**config.mk**
```make
export PLATFORM = sky130hd
export DESIGN_NAME = acc_period_counter
export DESIGN_NICKNAME = d
export VERILOG_FILES = /design/src/rtl/acp_pkg.sv /design/src/rtl/acp_prescaler.sv /design/src/rtl/acp_downcount.sv /design/src/rtl/acp_ctrl.sv /design/src/rtl/acc_period_counter.sv
export SDC_FILE = /design/constraint.sdc
export NUM_CORES = 1
export LEC_CHECK = 0
export BUFFER_PORTS_ARGS = -buffer_cell sky130_fd_sc_hd__buf_4
export CAP_MARGIN = 20
export CORE_UTILIZATION = 51
export CTS_CLUSTER_DIAMETER = 200
export CTS_CLUSTER_SIZE = 20
export DETAILED_ROUTE_END_ITERATION = 12
export GPL_TIMING_DRIVEN = 0
export PLACE_DENSITY = 0.79
export SLEW_MARGIN = 20
export SYNTH_ARGS = -nofsm -noshare
export SYNTH_HDL_FRONTEND = slang
export SYNTH_SLANG_ARGS = --single-unit
```
**constraint.sdc**
```tcl
create_clock -name clk -period 1.9 [get_ports clk]
set_input_delay 0.19 -clock clk [delete_from_list [all_inputs] [get_ports clk]]
set_output_delay 0.19 -clock clk [all_outputs]
set_load 0.005 [all_outputs]
```
**src/rtl/acp_pkg.sv**
```systemverilog
package acp_pkg;
  typedef enum logic {
    SRC_EVENTS = 1'b0,
    SRC_TIME   = 1'b1
  } tick_src_e;

  function automatic logic src_is_time(input tick_src_e s);
    return s == SRC_TIME;
  endfunction
endpackage

```
**src/rtl/acp_prescaler.sv**
```systemverilog
module acp_prescaler #(
  parameter int DIV_RATIO = 16
) (
  input  logic clk,
  input  logic rst_n,
  input  logic run,
  output logic tick
);
  localparam int PW = (DIV_RATIO > 1) ? $clog2(DIV_RATIO) : 1;
  localparam logic [PW-1:0] LAST = PW'(DIV_RATIO - 1);

  generate
    if (DIV_RATIO <= 1) begin : g_passthru
      logic unused_ok;
      assign unused_ok = clk ^ rst_n;
      assign tick = run;
    end else begin : g_divide
      logic [PW-1:0] phase_q;

      always_ff @(posedge clk or negedge rst_n) begin
        if (!rst_n)
          phase_q <= '0;
        else if (!run)
          phase_q <= '0;
        else if (phase_q == LAST)
          phase_q <= '0;
        else
          phase_q <= phase_q + 1'b1;
      end

      assign tick = run && (phase_q == LAST);
    end
  endgenerate
endmodule

```
**src/rtl/acp_downcount.sv**
```systemverilog
module acp_downcount #(
  parameter int CNT_W = 16
) (
  input  logic             clk,
  input  logic             rst_n,
  input  logic             load_en,
  input  logic [CNT_W-1:0] load_val,
  input  logic             step_en,
  output logic [CNT_W-1:0] count_q
);
  function automatic logic [CNT_W-1:0] dec_one(input logic [CNT_W-1:0] v);
    return v - CNT_W'(1);
  endfunction

  always_ff @(posedge clk or negedge rst_n) begin
    if (!rst_n)
      count_q <= '0;
    else if (load_en)
      count_q <= load_val;
    else if (step_en)
      count_q <= dec_one(count_q);
  end
endmodule

```
**src/rtl/acp_ctrl.sv**
```systemverilog
module acp_ctrl
  import acp_pkg::*;
#(
  parameter int CNT_W = 16
) (
  input  logic             clk,
  input  logic             rst_n,
  input  logic             load_cmd,
  input  logic [CNT_W-1:0] load_value,
  input  logic             mode_cmd,
  input  logic             mode_sel,
  input  logic             arm_cmd,
  input  logic             event_pulse,
  input  logic             presc_tick,
  input  logic [CNT_W-1:0] count,
  output logic             load_accept,
  output logic             arm_accept,
  output logic             step_en,
  output logic             finish_evt,
  output logic             zero_arm,
  output logic             run_q,
  output logic             done_q,
  output logic             abort_q,
  output tick_src_e        mode_q
);
  function automatic logic is_final(input logic [CNT_W-1:0] v);
    return v == CNT_W'(1);
  endfunction

  logic [CNT_W-1:0] preset_eff;
  logic             start_run;

  assign load_accept = load_cmd && !run_q;
  assign arm_accept  = arm_cmd && !run_q;
  assign preset_eff  = load_accept ? load_value : count;
  assign zero_arm    = arm_accept && (preset_eff == '0);
  assign start_run   = arm_accept && (preset_eff != '0);
  assign step_en     = run_q && (src_is_time(mode_q) ? presc_tick : event_pulse);
  assign finish_evt  = step_en && is_final(count);

  always_ff @(posedge clk or negedge rst_n) begin
    if (!rst_n) begin
      mode_q <= SRC_EVENTS;
    end else if (mode_cmd && !run_q) begin
      mode_q <= tick_src_e'(mode_sel);
    end
  end

  always_ff @(posedge clk or negedge rst_n) begin
    if (!rst_n) begin
      run_q   <= 1'b0;
      done_q  <= 1'b0;
      abort_q <= 1'b0;
    end else begin
      abort_q <= finish_evt || zero_arm;
      if (start_run)
        run_q <= 1'b1;
      else if (finish_evt)
        run_q <= 1'b0;
      if (finish_evt || zero_arm)
        done_q <= 1'b1;
      else if (load_accept || arm_accept)
        done_q <= 1'b0;
    end
  end
endmodule

```
**src/rtl/acc_period_counter.sv**
```systemverilog
module acc_period_counter
  import acp_pkg::*;
#(
  parameter int CNT_W        = 16,
  parameter int PRESCALE_DIV = 16
) (
  input  logic             clk,
  input  logic             rst_n,
  input  logic             load_cmd,
  input  logic [CNT_W-1:0] load_value,
  input  logic             mode_cmd,
  input  logic             mode_sel,
  input  logic             arm_cmd,
  input  logic             event_pulse,
  output logic             acq_en,
  output logic             done_flag,
  output logic             seq_abort,
  output logic [CNT_W-1:0] remaining
);
  logic             load_accept;
  logic             arm_accept;
  logic             step_en;
  logic             finish_evt;
  logic             zero_arm;
  logic             presc_tick;
  logic             run_q;
  logic             done_q;
  logic             abort_q;
  tick_src_e        mode_q;
  logic [CNT_W-1:0] count_q;

  acp_prescaler #(.DIV_RATIO(PRESCALE_DIV)) u_presc (
    .clk  (clk),
    .rst_n(rst_n),
    .run  (run_q),
    .tick (presc_tick)
  );

  acp_ctrl #(.CNT_W(CNT_W)) u_ctrl (
    .clk        (clk),
    .rst_n      (rst_n),
    .load_cmd   (load_cmd),
    .load_value (load_value),
    .mode_cmd   (mode_cmd),
    .mode_sel   (mode_sel),
    .arm_cmd    (arm_cmd),
    .event_pulse(event_pulse),
    .presc_tick (presc_tick),
    .count      (count_q),
    .load_accept(load_accept),
    .arm_accept (arm_accept),
    .step_en    (step_en),
    .finish_evt (finish_evt),
    .zero_arm   (zero_arm),
    .run_q      (run_q),
    .done_q     (done_q),
    .abort_q    (abort_q),
    .mode_q     (mode_q)
  );

  acp_downcount #(.CNT_W(CNT_W)) u_cnt (
    .clk     (clk),
    .rst_n   (rst_n),
    .load_en (load_accept),
    .load_val(load_value),
    .step_en (step_en),
    .count_q (count_q)
  );

  assign acq_en    = run_q;
  assign done_flag = done_q;
  assign seq_abort = abort_q;
  assign remaining = count_q;
endmodule

```
# Word-level counts from Yosys, hierarchy flattened
# Cells that the tools add are included.
[totals] wordCells=36 reg_bits=24 inputBits=23 out_inout_bits=19
[classes] muxes=10 eq_ne=2 n_reduce_logical=16 n_addsub=2
[op_table] cell="$mux W16" count=3
[op_table] cell="$eq A16 B1 Y1 const B" count=1
[op_table] cell="$logic_not A16 Y1" count=1
[op_table] cell="$reduce_bool A16 Y1" count=1
[op_table] cell="$sub A16 B1 Y16 const B" count=1
[op_table] cell="$logic_and A1 B1 Y1" count=8
[op_table] cell="$mux W4" count=2
[op_table] cell="$reduce_bool A2 Y1" count=3
[op_table] cell="$mux W1" count=5
[op_table] cell="$add A4 B1 Y4 const B" count=1
[op_table] cell="$eq A4 B4 Y1 const B" count=1
[op_table] cell="$logic_or A1 B1 Y1" count=2
[op_table] cell="$logic_not A1 Y1" count=1

# Logic depth before layout (Yosys ltp)
[depth] depth_word=7 depth_mapped=7 mapped_depth_nobuf=7

# Hierarchy
# Synthesis repeated with hierarchy kept, for this count alone.
[unflattened] cells_unflattened=137 area_unflattened_um2=1343.8
[modules_own_cells] mod="acp_downcount" seq_area_each_um2=400.4 cells_each=91 instances=1 area_each_um2=893.4
[modules_own_cells] mod="acp_ctrl" seq_area_each_um2=100.1 cells_each=31 instances=1 area_each_um2=276.5
[modules_own_cells] mod="acp_prescaler" seq_area_each_um2=100.1 cells_each=15 instances=1 area_each_um2=173.9

# Least setup slack after synthesis
# Ideal clock, no wire load.
[synth_timing] kind="register to register" startpoint="register u_cnt.count_q[0]" endpoint="register u_cnt.count_q[14]" path_stages_with_launch=8 required_time_ns=1.774 n_path_buf=0 period_less_slack_ns=1.728 setup_slack_ns=0.172 setup_ns=0.126 arrival_time_ns=1.602 cell_sequence="dfrtp_1 inv_1 ha_1 nor3b_2 nand3_2 o311ai_2 o21ai_1 a221o_1"
[synth_via] elab_chain_cells=3
[synth_lines] element="start: declaration" line="acp_downcount.sv:9" rtl="output logic [CNT_W-1:0] count_q"
[synth_lines] element="start signal: assignment" line="acp_downcount.sv:19" rtl="count_q <= load_val;"
[synth_lines] element="start signal: assignment" line="acp_downcount.sv:21" rtl="count_q <= dec_one(count_q);"
[synth_lines] element="$sub A16 B1 Y16" line="acp_downcount.sv:12" rtl="return v - CNT_W'(1);"
[synth_lines] element="$mux W16" line="acp_downcount.sv:20" rtl="else if (step_en)"
[synth_lines] element="$mux W16" line="acp_downcount.sv:18" rtl="else if (load_en)"
# No other way between the ends. The select of a mux whose other input is x is not followed.
# A chain may end at the register's enable or synchronous reset.

# Worst setup path after layout
[layout_timing] startpoint="register u_cnt.count_q[7]" endpoint="register u_ctrl.run_q"
[layout_via] elab_chain_cells=4 word_cells_on_any_way=7 classes_between="eq/ne (1); mux (2); reduce/logical (4)"
[layout_lines] element="$mux W16" line="acp_ctrl.sv:35" rtl="assign preset_eff = load_accept ? load_value : count;"
[layout_lines] element="$reduce_bool A16 Y1" line="acp_ctrl.sv:37" rtl="assign start_run = arm_accept && (preset_eff != '0);"
[layout_lines] element="$logic_and A1 B1 Y1" line="acp_ctrl.sv:37"
[layout_lines] element="$mux W1 / $reduce_bool A2 Y1 (equally long branches)"
[layout_lines] element="end signal: assignment" line="acp_ctrl.sv:51" rtl="run_q <= 1'b0;"
[layout_lines] element="end signal: assignment" line="acp_ctrl.sv:57" rtl="run_q <= 1'b1;"
[layout_lines] element="end signal: assignment" line="acp_ctrl.sv:59" rtl="run_q <= 1'b0;"
[layout_lines] element="end: declaration" line="acp_ctrl.sv:21" rtl="output logic run_q,"
# Several ways; a longest one is shown, not always the timed one.

==> results by group <==
Status
  – Status: finished clean

Yosys
  – Ys flop type: dfrtp_1
  – Post-synth top area cell: dfrtp_1
  – Seq/Total Area, Yosys: 41.3%
  – Area share of the largest cell type after synthesis: 41.3%
  – Cell Area, Synth: 1450 um^2
  – Syn Area/Cell: 9.62 um^2
  – Post-synth ARST share: 100%
  – Most common cell in the netlist: dfrtp_1
  – Synthesized Nets: approximately 180
  – Post-synthesis register bit count: 24
  – Post-synth cell types: 51
  – Dominant cells by area after synthesis: dfrtp_1 (41%), nand2_1 (4.7%), nor4_4 (2.9%)
  – Commonest cells post-synth: dfrtp_1 (24), nand2_1 (18), nor2_1 (10)
  – Synth Instances: approximately 150
  – Synthesis Warnings: 0
  – EDFF count, synth: 0

Timing
  – RSZ-0062 raised after global routing: yes
  – Period utilization: 97.2%
  – Hold Vio Cnt, Final: 0
  – Slew @ Worst Pin: 555 ps
  – Clock Skews: 3.00 ps
  – Final min period: approximately 1800 ps
  – Final Setup Violations: 0
  – Fin. max-slew vios: 0
  – Fmax: 542 MHz
  – Setup WS post-layout: between 50 and 60 ps
  – Slew HR: 62.7%
  – Hold Worst Slack: between 70 and 80 ps

Route
  – Wire length per cell: 16.2 um
  – Vias per Instance: 6.31
  – DR DRC count: 0
  – DRT iter0 DRCs: 80
  – Detailed Routing Iterations Pass 1: 4
  – Post-route ant nets: 0
  – DR vias: 1458
  – Post-Route WL: 3.74 mm

Global route
  – GR Util All Layers: 25.4%
  – Initial antenna violation count: 0
  – First-pass GRT wire length: 6.28 mm
  – Grt total ovfl: 0
  – Vias in the first global route: 1360
  – Largest net degree at the start of global routing: 25

Finish
  – Share of layout cells above drive strength 1: a little over a third
  – ANT cells: 0
  – FF+latch area: 603 um^2
  – Area of the multi-input gates: 826 um^2
  – Filler cell count: 198
  – Synth-to-Final Area Change: 30.4%
  – Nets: between 200 and 250
  – Final Non-Filler Cells: 231

Place
  – Pre-CTS WS: -63.9 ps
  – Placer's final routability congestion estimate: 0.916
  – Number of port buffers: 41
  – Post-Place Cells: 222
  – Post-DP HPWL: between 2 and 3 mm

Die
  – Initial Util: 56.1%
  – Die Y: roughly 55 um
  – Die ar.: 3070 um^2
  – Core footprint: 2590 um^2
  – I/O pins: 42
  – Die width: approximately 55 um
  – Row count: 18

Clocking
  – CTS max path bufs: 2
  – Num CTS Buffers: 3
  – Clock Latency Late Sink: 320 ps
  – CTS Sinks: 24
  – H-tree depth: 1
  – Clock tree root buffer cell: clkbuf_4
  – TritonCTS clock tree: built
  – Clock slew at reported path FFs: 130 ps

Critical path
  – Worst EP arrival: 2070 ps
  – Critical path startpoint category: flip-flop
  – WP data required: 2120 ps
  – Crit-path max FO: 6
  – Crit Path Class: flip-flop to flip-flop
  – CP Capture Type: flip-flop

Pwr
  – Total power: 2.41 mW
  – Worst VDD drop: 894 uV
  – PD cells: 1270 nW/um^2
  – Lkg Pwr: 0.820 nW

Run
  – Max Cap Violations: 0

Hold path
  – Hold crit path type: input pin to flip-flop
## state kept, by name, indices dropped and copies added (netlist names)
signal and flops:
u_cnt.count_q 16, u_ctrl.abort_q 1, u_ctrl.done_q 1, u_ctrl.mode_q 1, u_ctrl.run_q 1, u_presc.g_divide.phase_q 4
## power breakdown
| part | switching, mW | leakage [nW] | internal (mW) |
|---|---|---|---|
| logic | 0.464 | 0.511 | 0.594 |
| registers | 0.362 | 0.288 | 0.715 |
| clock network | 0.157 | 0.0210 | 0.117 |
| total | 0.984 | 0.820 | 1.43 |
## per-stage QoR
step | util, % | TNS, ps | area (um^2)
finish | 73.1 | 0 | 1890
global placement | 69.4 | -45.5 | 1800
floorplan | - | 0 | 1450
detailed placement | 69.4 | -107 | 1800
global route | 73.1 | -49.1 | 1890
CTS | 71.7 | 0 | 1860
## kinds of logic (layout without fill, tap and decap cells)
kind of cell | Yosys count | in the layout | share of synthesized area [%]
flops | 24 | 24 | 41.3
xor+xnor | 7 | 7 | 4.22
simple gates | 67 | 67 | 27.7
fa+ha+maj | 3 | 3 | 2.58
compound gates | 40 | 40 | 21.1
buf+inv | 10 | 60 | 3.01
## per-layer routing
| metal | share of wire [%] | vias up | track usage [%] |
|---|---|---|---|
| met3 | 8.1 | 9 | 4.45 |
| met1 | 42 | 700 | 36.2 |
| met4 | 1.4 | 0 | 7.86 |
| met2 | 49 | 75 | 39.2 |
| li1 | - | 674 | - |
| met5 | 0 | - | 0 |
## timing repair
| item | CTS | global route |
|---|---|---|
| resized for setup | 1 | 5 |
| pin swaps | 0 | 0 |
| hold buffers | 1 | 0 |
| setup buffers | 1 | 3 |
| endpoints found under the setup margin | 2 | 11 |
| hold endpoints to repair | 24 | 0 |
## area by class of cell
type / count / area share [%]
buffer: 5 / 1.32
clock buffer: 4 / 1.92
inverter: 5 / 0.991
multi-input combinational: 117 / 43.6
sequential: 24 / 31.8
tap: 30 / 1.98
timing repair buffer: 46 / 18.4
## worst max-delay path, cell delays in order (launching register included)
cell and delay [ps]:
dfrtp_1 480, nor4_4 440, nand3_1 220, nor3_1 370
a21o_1 190, o2bb2ai_2 50
## worst paths after layout
path | from | to | slack (ps) | cells after the start
worst max-delay path | u_cnt.count_q[7] | u_ctrl.run_q | 50 | 5
worst min-delay path | load_value[1] | u_cnt.count_q[1] | 70 | 2
worst max register to register | u_cnt.count_q[7] | u_ctrl.run_q | 50 | 5
worst min register to register | u_presc.g_divide.phase_q[0] | u_presc.g_divide.phase_q[0] | 510 | 1
max in group asynchronous | rst_n | u_cnt.count_q[1] | 1350 | 2
min in group asynchronous | rst_n | u_presc.g_divide.phase_q[3] | 290 | 2
## layout by cell type, fill, tap and decap left out, drive strengths merged, types with 2 or more instances in the layout
cell / synthesis / layout
o311ai: 2 / 2
xnor2: 3 / 3
ha: 3 / 3
a31o: 2 / 2
a22oi: 2 / 2
nor2b: 2 / 2
nor4: 8 / 8
inv: 5 / 5
dfrtp: 24 / 24
nor3: 5 / 5
buf: 2 / 47
clkbuf: 3 / 7
nor2: 11 / 11
nand3: 7 / 7
o21ai: 9 / 9
o2bb2ai: 2 / 2
a31oi: 2 / 2
nand4b: 2 / 2
a311oi: 2 / 2
a21oi: 6 / 6
a21o: 3 / 3
o211ai: 3 / 3
nand2: 19 / 19
nand4: 6 / 6
xor2: 4 / 4
Power figures use the tool's default switching activity.
